`config.mk`:
```
export PLATFORM = sky130hd
export DESIGN_NAME = supmon_irq_reg
export DESIGN_NICKNAME = d
export VERILOG_FILES = /design/src/rtl/supmon_pkg.sv /design/src/rtl/supmon_decode.sv /design/src/rtl/supmon_lane.sv /design/src/rtl/supmon_irq_reg.sv
export SDC_FILE = /design/constraint.sdc
export NUM_CORES = 1
export LEC_CHECK = 0
export BUFFER_PORTS_ARGS = -buffer_cell sky130_fd_sc_hd__buf_2
export CELL_PAD_IN_SITES_DETAIL_PLACEMENT = 0
export CELL_PAD_IN_SITES_GLOBAL_PLACEMENT = 2
export CORE_UTILIZATION = 32
export CTS_BUF_LIST = sky130_fd_sc_hd__clkbuf_4
export DETAILED_ROUTE_END_ITERATION = 12
export GPL_TIMING_DRIVEN = 1
export PLACE_DENSITY_LB_ADDON = 0.1
export SLEW_MARGIN = 40
export SYNTH_ARGS = -nofsm -noshare
export SYNTH_HDL_FRONTEND = slang
export SYNTH_SLANG_ARGS = --single-unit
```
`constraint.sdc`:
```
create_clock -name clk -period 1.58 [get_ports clk]
set_clock_uncertainty 0.2 [all_clocks]
set_input_delay 0 -clock clk [delete_from_list [all_inputs] [get_ports clk]]
set_output_delay 0 -clock clk [all_outputs]
set_load 0.03 [all_outputs]
```
`src/rtl/supmon_pkg.sv`:
```
package supmon_pkg;

    localparam int NUM_SUP = 3;

    // lowest register bit of each supply's two-bit lane (P1, P2, C1)
    function automatic int lane_lsb(input int idx);
        case (idx)
            0:       lane_lsb = 0;
            1:       lane_lsb = 2;
            default: lane_lsb = 6;
        endcase
    endfunction

    typedef struct packed {
        logic under;
        logic over;
        logic irq_en;
        logic sd_en;
        logic sd;
    } lane_state_t;

endpackage

```
`src/rtl/supmon_decode.sv`:
```
module supmon_decode #(
    parameter int          ADDR_W   = 8,
    parameter logic [7:0]  REG_ADDR = 8'h23
) (
    input  logic [ADDR_W-1:0] addr,
    input  logic              rd,
    input  logic              wr,
    output logic              rd_hit,
    output logic              wr_hit
);
    localparam logic [ADDR_W-1:0] MATCH = ADDR_W'(REG_ADDR);

    logic sel;

    always_comb begin
        sel    = (addr == MATCH);
        rd_hit = rd & sel;
        wr_hit = wr & sel;
    end
endmodule

```
`src/rtl/supmon_lane.sv`:
```
module supmon_lane
    import supmon_pkg::*;
(
    input  logic       clk,
    input  logic       por_n,
    input  logic       wr_hit,
    input  logic [1:0] wbits,    // [1] shutdown enable, [0] interrupt enable
    input  logic       rd_hit,
    input  logic       uv,
    input  logic       ov,
    input  logic       spike,
    output logic [1:0] flags,    // [1] under, [0] over
    output logic       irq_o,
    output logic       sd_o
);
    lane_state_t st_d, st_q;

    always_comb begin
        st_d = st_q;
        if (rd_hit) begin
            st_d.under = 1'b0;
            st_d.over  = 1'b0;
        end
        if (uv) st_d.under = 1'b1;
        if (ov) st_d.over  = 1'b1;
        if (spike && st_q.sd_en) st_d.sd = 1'b1;
        if (wr_hit) begin
            st_d.irq_en = wbits[0];
            st_d.sd_en  = wbits[1];
        end
    end

    always_ff @(posedge clk or negedge por_n) begin
        if (!por_n) st_q <= '0;
        else        st_q <= st_d;
    end

    always_comb begin
        flags = {st_q.under, st_q.over};
        irq_o = st_q.irq_en & (st_q.under | st_q.over);
        sd_o  = st_q.sd;
    end

    assert_under_sets_R6: assert property (@(posedge clk) disable iff (!por_n)
        uv |=> st_q.under);
    assert_over_sets_R6: assert property (@(posedge clk) disable iff (!por_n)
        ov |=> st_q.over);
    assert_flag_sticky_R6: assert property (@(posedge clk) disable iff (!por_n)
        (st_q.under && !rd_hit) |=> st_q.under);
    assert_clear_R4: assert property (@(posedge clk) disable iff (!por_n)
        (rd_hit && !uv && !ov) |=> (!st_q.under && !st_q.over));
    assert_sd_cause_R8: assert property (@(posedge clk) disable iff (!por_n)
        $rose(st_q.sd) |-> $past(spike && st_q.sd_en));
    assert_sd_sticky_R8: assert property (@(posedge clk) disable iff (!por_n)
        st_q.sd |=> st_q.sd);
endmodule

```
`src/rtl/supmon_irq_reg.sv`:
```
module supmon_irq_reg
    import supmon_pkg::*;
#(
    parameter int          ADDR_W   = 8,
    parameter int          DATA_W   = 8,
    parameter logic [7:0]  REG_ADDR = 8'h23
) (
    input  logic              clk,
    input  logic              por_n,
    input  logic [ADDR_W-1:0] bus_addr,
    input  logic              bus_rd,
    input  logic              bus_wr,
    input  logic [DATA_W-1:0] bus_wdata,
    input  logic [NUM_SUP-1:0] uv_evt,
    input  logic [NUM_SUP-1:0] ov_evt,
    input  logic [NUM_SUP-1:0] spike_evt,
    output logic [DATA_W-1:0] rd_data,
    output logic              irq,
    output logic              shutdown_req
);
    logic rd_hit, wr_hit;
    logic [DATA_W-1:0]  flag_word;
    logic [NUM_SUP-1:0] lane_irq, lane_sd;
    logic [1:0]         unused_wbits;

    typedef struct packed {
        logic [DATA_W-1:0] rdat;
    } top_state_t;

    top_state_t ts_d, ts_q;

    supmon_decode #(.ADDR_W(ADDR_W), .REG_ADDR(REG_ADDR)) u_dec (
        .addr   (bus_addr),
        .rd     (bus_rd),
        .wr     (bus_wr),
        .rd_hit (rd_hit),
        .wr_hit (wr_hit)
    );

    assign unused_wbits = bus_wdata[5:4];

    always_comb begin
        flag_word = '0;
        for (int k = 0; k < NUM_SUP; k++) begin
            flag_word[lane_lsb(k) +: 2] = lane_flags[k];
        end
    end

    logic [1:0] lane_flags [NUM_SUP];

    generate
        for (genvar g = 0; g < NUM_SUP; g++) begin : g_lane
            localparam int LSB = lane_lsb(g);
            supmon_lane u_lane (
                .clk    (clk),
                .por_n  (por_n),
                .wr_hit (wr_hit),
                .wbits  (bus_wdata[LSB +: 2]),
                .rd_hit (rd_hit),
                .uv     (uv_evt[g]),
                .ov     (ov_evt[g]),
                .spike  (spike_evt[g]),
                .flags  (lane_flags[g]),
                .irq_o  (lane_irq[g]),
                .sd_o   (lane_sd[g])
            );
        end
    endgenerate

    always_comb begin
        ts_d = ts_q;
        if (rd_hit) ts_d.rdat = flag_word;
    end

    always_ff @(posedge clk or negedge por_n) begin
        if (!por_n) ts_q <= '0;
        else        ts_q <= ts_d;
    end

    always_comb begin
        rd_data      = ts_q.rdat;
        irq          = |lane_irq;
        shutdown_req = |lane_sd;
    end

    assert_unused_zero_R3: assert property (@(posedge clk) disable iff (!por_n)
        rd_data[5:4] == 2'b00);
    assert_rdata_hold_R10: assert property (@(posedge clk) disable iff (!por_n)
        !rd_hit |=> $stable(rd_data));
    assert_irq_needs_flag_R7: assert property (@(posedge clk) disable iff (!por_n)
        irq |-> (flag_word != '0));
    assert_sd_hold_R8: assert property (@(posedge clk) disable iff (!por_n)
        shutdown_req |=> shutdown_req);
endmodule

```
After elaboration in Yosys (flattened, before gate mapping)
Index checks and enable logic that the tools add are counted.
{"block": "classes", "n_eq_ne": 1, "mux": 7, "bitwise_logic": 8, "reduce_logical": 11}
{"op": "$reduce_bool 2->1", "n": 6}
{"op": "$eq 8x6->1 const B", "n": 1}
{"op": "$mux 1", "n": 6}
{"op": "$reduce_or 3->1", "n": 2}
{"op": "$and 1x1->1", "n": 5}
{"op": "$logic_and 1x1->1", "n": 3}
{"op": "$or 1x1->1", "n": 3}
{"op": "$mux 2", "n": 1}
{"block": "word_totals", "reg_bits": 21, "out_inout_bits": 10, "wordCells": 43}

Logic depth before layout (Yosys ltp)
Gate-level depths: netlist of the first run.
{"block": "depth", "ltp_word": 4, "ltp_mapped": 4, "depth_no_buf": 3}

Modules after synthesis
A second synthesis of the first run with hierarchy kept.
{"block": "unflattened", "cells_unflattened": 66, "hier_area_um2": 932.1}
{"module": "supmon_lane", "n_inst": 3, "cells_each": 14, "area_each_um2": 203.9}
{"module": "supmon_irq_reg", "n_inst": 1, "cells_each": 18, "area_each_um2": 282.8}
{"module": "supmon_decode", "n_inst": 1, "cells_each": 6, "area_each_um2": 37.5}

Worst setup path before layout of the first run
No wires, ideal clock.
{"block": "synth_timing", "kind": "input to register", "start": "in bus_addr[3]", "end": "reg g_lane[0].u_lane.st_q[1] (netlist name)", "setup_ns": 0.125, "arrival_ns": 0.820, "path_slack_ns": 0.436, "path_stages": 3, "cell_sequence": "nor4b_4 -> nand3_1 -> mux2_2"}
{"block": "synth_via", "elab_chain_len": 2}
{"element": "from (decl)", "line_no": "supmon_irq_reg.sv:10", "rtl": "input logic [ADDR_W-1:0] bus_addr,"}
{"element": "$eq 8x6->1", "line_no": "supmon_decode.sv:16", "rtl": "sel = (addr == MATCH);"}
{"element": "$and 1x1->1", "line_no": "supmon_decode.sv:18", "rtl": "wr_hit = wr & sel;"}
{"element": "to (signal assigned)", "line_no": "supmon_lane.sv:35", "rtl": "else st_q <= st_d;"}
{"element": "to (decl)", "line_no": "supmon_lane.sv:16", "rtl": "lane_state_t st_d, st_q;"}
No other way between the ends.
A chain may end at the register's enable or synchronous reset.

Worst setup path in the final report of the first run
{"block": "layout_timing", "start": "in bus_addr[3]", "end": "reg g_lane[0].u_lane.st_q (netlist bit g_lane[0].u_lane.flags[0])"}
{"block": "layout_via", "elab_chain_len": 3}
{"element": "$eq 8x6->1", "line_no": "supmon_decode.sv:16"}
{"element": "$and 1x1->1", "line_no": "supmon_decode.sv:17", "rtl": "rd_hit = rd & sel;"}
{"element": "$reduce_bool 2->1 (no line)"}
No other way between the ends.

==> summary by stage, run 1 <==
Outcome
The flow ran to the end, but the final reports show violations. The final reports fail on negative hold slack.

Cells and area
The share of layout cells above drive strength 1 is 0.5175. The diode insertion count for antenna repair is 0. The final-stage net count is 144.

The utilization of the core after routing is 0.5232. From synthesis to final layout, the design area changed by 53.71%.

Timing
The worst slack on hold paths is -53.18 ps. The final cycle utilization of the critical path is 0.9266. The peak clock frequency supported by timing is 0.6831 GHz. The total count of hold-check failures in the final report is 6. Setup violations remaining at the end of the flow were counted as 0. The aggregate negative setup slack is 0 ps. The number of pins exceeding their max-slew limit in the final report is 0. The clock period could shrink to 1464 ps. Setup repair after global routing left no endpoint under its margin.

Detailed routing
The remaining antenna violation count is 0. The number of detailed-route iterations in the first pass is 1. The average vias per placed instance is 4.361.

The final routed wire length divided by cell count is 10.75 um. The routed layout has 628 vias. In the routed design, unresolved DRC markers number 0. The number of violations reported at the end of detailed-routing iteration 0 is 0. The final layout contains routed wiring with a total length of 1548 um.

Critical path
The critical path is of the in2reg type. The signal on the critical path passes through buf_2 -> nor4b_4 -> nand3_4 -> a21o_2 -> dlygate4sd3_1. STA classifies the critical path endpoint as a flop. The type of element launching the critical path is a primary input. In this design, the stage delay of the slowest critical-path cell is 550 ps. The worst reg2reg path depth is 2. The terminus of the critical flop-to-flop path is g_lane[1].u_lane.flags[1]$_DFFE_PN0P_. Data on the critical path arrives at its endpoint at 1450 ps.

The highest net fanout along the worst path is 12. The worst endpoint required time is 1560 ps. The slowest stage cell on the critical path is sky130_fd_sc_hd__dlygate4sd3_1.

Together, buffers and inverters on the worst path number 2. The worst register-to-register path begins at g_lane[1].u_lane.flags[1]$_DFFE_PN0P_. The family with the most delay on the worst path is buffers and inverters.

Tracing the worst setup path back leads to its startpoint at bus_addr[3]. The worst register-to-register path has a setup slack of 120 ps.

Die
The total I/O pin count is 39. The height of the die is 53.34 um. The row count is 18. The initial core utilization is 0.3404. The die covers 2845 um^2.

The placeable core region is 2477 um^2. The die is 53.34 um wide.

Global route
The total global-route track usage is 0.1255. The number of global-route vias before repair is 593. The global-route wire length before repair is 2435 um. The pin count of the biggest net entering global routing is 22.

For this run the aggregate overflow at the end of global routing stands at 0. The number of antenna violations at the first check in global routing came to 0.

Logic synthesis
Of the synthesized area, sequential elements account for 0.6231. The distinct cell type count of the synthesized netlist is 13. Averaged over all synthesized cells, the footprint is 15.33 um^2. The netlist area before placement is 843.3 um^2.

The cell count after synthesis is 55. The number of warnings printed during yosys synthesis is 0. The number of storage elements in the synthesis netlist is 21.

Power
The worst supply voltage drop on vdd is 561.7 uV. Power spread over the standard cell area amounts to 834.4 nW/um^2. Summed over all cells, the static leakage comes to 0.6286 nW.

Clocking
The number of clock sinks seen by CTS is 21. The tree is rooted in a sky130_fd_sc_hd__clkbuf_4. The total clock buffers created by CTS is 3.

The maximum buffer depth of the clock tree is 2. In this run the post-CTS setup repair buffer count came out at 0. The clock edge transition at the registers on the reported setup and hold paths is 110 ps. The CTS tree is built. The clock insertion delay at the later pin of the skew report is 290 ps. The deepest level of the CTS H-tree is 1.

Flow run
The tool flagged a number of max-cap violations equal to 0.

Placed design
During placement, the flow inserted port buffers numbering 34. Routability-driven placement finished with a final weighted congestion of 0.6449.

Min path
For hold timing, the worst endpoint is rd_data[2]$_DFFE_PN0P_. The worst hold path belongs to the class in2reg. Along the worst hold path, the cell count comes to 3.

The startpoint identified for the worst hold timing path is bus_rd.
[synthesized netlist by cell type, drive strengths merged]
cell type	count	area (um^2)
dfrtp	21	525.5
buf	3	26.27
or3	1	6.260
nor4b	1	23.77
conb	1	3.750
nand3	3	20.02
o21ai	3	15.01
and4bb	1	12.51
mux2	12	135.1
a21o	9	75.07
[worst min-delay path, delay by kind of cell]
kind	cells	cell delay, ps
buffers and inverters	1	110
multiplexers	1	170
AND/OR/NAND/NOR	1	130
[routing by layer]
metal	wire [um]	track usage
met4	12	0.07456
met1	683	0.1357
met5	0	0
met3	68	0.03736
met2	784	0.2125
[cell type report]
type                       count  area, um^2
fill                         223        1181
sequential                    21       525.5
timing repair buffer          57       400.4
multi-input combinational     32       302.8
tap                           30       37.54
clock buffer                   4       30.03
[cell families after synthesis]
family | synth area share
multiplexers | 0.1602
buffers and inverters | 0.03115
flip-flops | 0.6231
AND/OR/NAND/NOR | 0.07418
other | 0.004447
AO/OA/AOI/OAI | 0.1068
[through the flow]
step | power, mW | instances | hold slack [ps] | instance area (um^2) | setup slack [ps]
floorplan | 0.7249 | 56 | -495.6 | 847.1 | 435.7
global placement | 0.7953 | 117 | -218.3 | 1028 | 180.9
detailed placement | 0.8000 | 117 | -221.8 | 1028 | 146.1
finish | 1.082 | 144 | -53.18 | 1296 | 116.0
CTS | 1.098 | 139 | 0.8766 | 1239 | 44.59
global route | 1.149 | 144 | -46.37 | 1296 | 41.63
[worst max path at each step]
stage | end | slack (ps) | depth (start not counted)
floorplan | g_lane[0].u_lane.st_q[1]$_DFFE_PN0P_ | 440 | 3
global placement | g_lane[0].u_lane.st_q[1]$_DFFE_PN0P_ | 180 | 4
detailed placement | g_lane[0].u_lane.st_q[1]$_DFFE_PN0P_ | 150 | 4
CTS | g_lane[1].u_lane.flags[0]$_DFFE_PN0P_ | 40 | 5
global route | g_lane[0].u_lane.flags[1]$_DFFE_PN0P_ | 40 | 5
finish | g_lane[0].u_lane.flags[0]$_DFFE_PN0P_ | 120 | 5
[registers in the layout (all words and copies together), names as in the netlist]
register and cells:
g_lane.u_lane.st_q 6, g_lane.u_lane.flags 6, rd_data 6, g_lane.u_lane.sd_o 3
[layout by cell type, fill, tap and decap left out, drive strengths merged]
cell,Yosys,final
dlygate4sd3,0,23
dfrtp,21,21
o21ai,3,3
mux2,12,12
a21o,9,9
buf,3,34
conb,1,2
nor4b,1,1
or3,1,1
and4bb,1,1
nand3,3,3
clkbuf,0,4
[power by group]
| group | switching (mW) | leakage, nW | internal [mW] | total, mW |
|---|---|---|---|---|
| registers | 0.0212 | 0.253 | 0.585 | 0.606 |
| logic | 0.106 | 0.357 | 0.105 | 0.212 |
| clock network | 0.148 | 0.0184 | 0.115 | 0.264 |
| total | 0.276 | 0.629 | 0.806 | 1.08 |
[timing repair]
action                                  4_1_cts  5_1_grt
hold endpoints to repair                     36       11
endpoints found under the setup margin        0        1
hold buffers                                 18        5
gates resized for setup                       0        1
(Power assumes the default switching activity.)
==> inputs of run 2 (changes only) <==
- CORE_MARGIN: default -> 1.5
==> run 2 against run 1 <==
Compared with the run above: first-iteration DRC count unchanged; fmax down 6.3%; the run now ends clean; utilization up 2.4 points.
==> summary by stage, run 2 (synthesis results as in run 1) <==
Global route
The number of global-route vias before repair is 591 (-0.34%). The aggregate global routing overflow is 0 (unchanged). The global-route wire length before repair came to 2435 um (unchanged). The number of antenna violations at the first check in global routing came to 0 (unchanged). The pin count of the biggest net entering global routing is 22 (unchanged). The total global-route track usage came to 0.1217 (-0.003713).

Die
The total I/O pin count is 39 (unchanged). The height of the die is 54.34 um (+1.9%). The row count is 18 (unchanged). The initial core utilization is 0.3404 (unchanged). The floorplan die area is 2952 um^2 (+3.8%). The placeable core region is 2477 um^2 (unchanged). The die width is 54.34 um (+1.9%).

Timing
The number of pins exceeding their max-slew limit in the final report is 0 (unchanged). The worst slack on hold paths is 53.77 ps (+106.9 ps). The peak clock frequency supported by timing is 0.6401 GHz (-6.3%). The total count of hold-check failures in the final report is 0 (-6).

The aggregate negative setup slack is 0 ps (unchanged). The final cycle utilization of the critical path is 0.9888 (+0.06224). The clock period minus worst slack is 1562 ps (+98.34 ps). The final-report setup violation count is 0 (unchanged).

Critical path
The setup slack of the worst register-to-register path is 40 ps (-80 ps). The family with the most delay on the worst path is buffers and inverters. For this design, the slowest cell found on the critical path is sky130_fd_sc_hd__dlygate4sd3_1.

The worst endpoint required time is 1570 ps (about the same). The type of element launching the critical path is a primary input. The delay contributed by the slowest stage of the critical path is 560 ps (about the same). Traced cell by cell, the critical path runs through buf_2 -> nor4b_4 -> nand3_4 -> mux2_2 -> dlygate4sd3_1.

The worst setup path is of the in2reg kind. The buffer and inverter count on the worst path is 2 (unchanged). The highest net fanout along the worst path was 12 (unchanged). The kind of end point of the critical path is a flop. The data arrival at the endpoint of the critical path is 1550 ps (+100 ps).

Power
The power density of the placed cells came to 816.0 nW/um^2 (-2.2%). The switching share of total power is 0.2581 (+0.002905). The power dissipated by switching net loads came to 0.2857 mW (+3.5%). The standby leakage power is 0.6674 nW (+6.2%). The internal power summed over all cells is 0.8210 mW (+1.9%).

The power share of the clock group is 0.242 (-0.002). The worst supply voltage drop on vdd is 819.0 uV (+46%). The sequential fraction of design power is 0.549 (-0.011). The share of power burned in combinational logic is 0.209 (+0.013).

Detailed routing
The vias after detailed routing is 648 (+3.2%). The routed length on met2 came to 889 um (+13%). The remaining antenna violation count came to 0 (unchanged). In this run the top signal layer used is met4. The detailed-route wire length is 1720 um (+11%). The final routed wire length divided by cell count is 11.47 um (+6.7%). The average vias per placed instance was 4.320 (-0.94%). The met3 routed wirelength came to 88 um (+29%).

The number of detailed-route iterations in the first pass is 1 (unchanged). The routed metal-1 wire length is 732 um (+7.2%). The number of violations reported at the end of detailed-routing iteration 0 was 0 (unchanged). The residual DRC count is 0 (unchanged).

Cells and area
The final-stage net count came to 150 (+4.2%). The diode insertion count for antenna repair is 0 (unchanged). The most common library cell in the layout ignoring fill and taps is sky130_fd_sc_hd__buf_2.

The library cells used most frequently in the layout, excluding fill and tap cells, are sky130_fd_sc_hd__buf_2 (34), sky130_fd_sc_hd__dlygate4sd3_1 (29), sky130_fd_sc_hd__dfrtp_1 (21). The fill cell total of the finished layout is 230 (+3.1%). The share of layout cells above drive strength 1 was 0.4917 (-0.02588). The final cell count without fillers came to 150 (+4.2%). The finished layout cell area came to 1356 um^2 (+4.6%). The growth of design area from synthesis to finish is 60.83%.

Flow run
The count of maximum capacitance violations is 0 (unchanged).

Clocking
The deepest level of the CTS H-tree is 1 (unchanged). The clock edge transition at the registers on the reported setup and hold paths is 110 ps (about the same). The number of clock sinks seen by CTS is 21 (unchanged). TritonCTS built the clock tree. The clock insertion delay at the later pin of the skew report is 300 ps (about the same).

The total clock buffers created by CTS was 3 (unchanged). The clock tree root driver cell is sky130_fd_sc_hd__clkbuf_4. The maximum buffer depth of the clock tree was 2 (unchanged).

Placed design
The number of instances in the placed design is 117 (unchanged). The count of buffers inserted at the top-level ports is 34 (unchanged). The post-detailed-placement cell area is 1028 um^2 (unchanged).

The wire-length estimate of the detail-placed layout is 1137 um. The final weighted congestion in routability-driven placement is 0.6771 (+5.0%).

Min path
The worst hold path belongs to the class in2reg.

Outcome
The flow ran to the end, and the final reports show no timing, DRC or antenna violations.
==> run 2: changes by cell type in the layout (fill, tap and decap cells not counted) <==
cell and change:
sky130_fd_sc_hd__dlygate4sd3_1 +6
==> run 2: metal layers <==
metal,vias to the layer above,GRT usage
li1,323,-
met1,305,0.1239
met2,18,0.2189
met3,2,0.05738
met4,0,0.03750
met5,-,0
==> run 2: cell type report <==
cell class,instances,area [um^2],share of cell area
clock buffers,4,30.03,0.02214
multi-input cells,32,302.8,0.2232
flip-flops and latches,21,525.5,0.3875
well taps,30,37.54,0.02768
repair buffers,63,460.4,0.3395
==> run 2: path summary, 6_finish.rpt <==
path                                                        from                                    to  cells past startpoint
setup / recovery                                     bus_addr[3]                rd_data[2]$_DFFE_PN0P_                      5
hold / removal                                            bus_wr  g_lane[1].u_lane.st_q[1]$_DFFE_PN0P_                      3
setup reg to reg           g_lane[1].u_lane.flags[0]$_DFFE_PN0P_                rd_data[2]$_DFFE_PN0P_                      2
hold reg to reg                g_lane[1].u_lane.sd_o$_DFFE_PN0P_     g_lane[1].u_lane.sd_o$_DFFE_PN0P_                      1
max in group asynchronous                                  por_n                rd_data[3]$_DFFE_PN0P_                      3
min in group asynchronous                                  por_n  g_lane[1].u_lane.st_q[1]$_DFFE_PN0P_                      3
==> run 2: power groups by stage <==
stage / clock (mW) / sequential (mW) / combinational (mW)
detailed placement: 0 / 0.619 / 0.182
CTS: 0.288 / 0.609 / 0.215
global route: 0.305 / 0.613 / 0.252
floorplan: 0 / 0.638 / 0.0871
finish: 0.268 / 0.607 / 0.231
global placement: 0 / 0.617 / 0.178
==> run 2: stage by stage <==
step                      setup slack (ps)  power (mW)  utilization
after floorplan                      435.7      0.7249            -
after global placement               179.8      0.7955       0.4152
after detailed placement             136.7      0.8018       0.4152
after CTS                            39.40       1.112       0.5202
after global routing                -15.97       1.170       0.5475
final                                17.68       1.107       0.5475
==> run 2: worst reg2reg max path: cells and delay by family (launching register included) <==
kind	cells	cell delay (ps)
flip-flops	1	410
buffers and inverters	1	560
multiplexers	1	260
==> run 2: what timing repair did <==
action / 4_1_cts / 5_1_grt
hold buffers: 23 / 6
endpoints found under the hold margin: 36 / 6
buffers inserted: 0 / 0
endpoints found under the setup margin: 0 / 6
gates resized for setup: 0 / 1
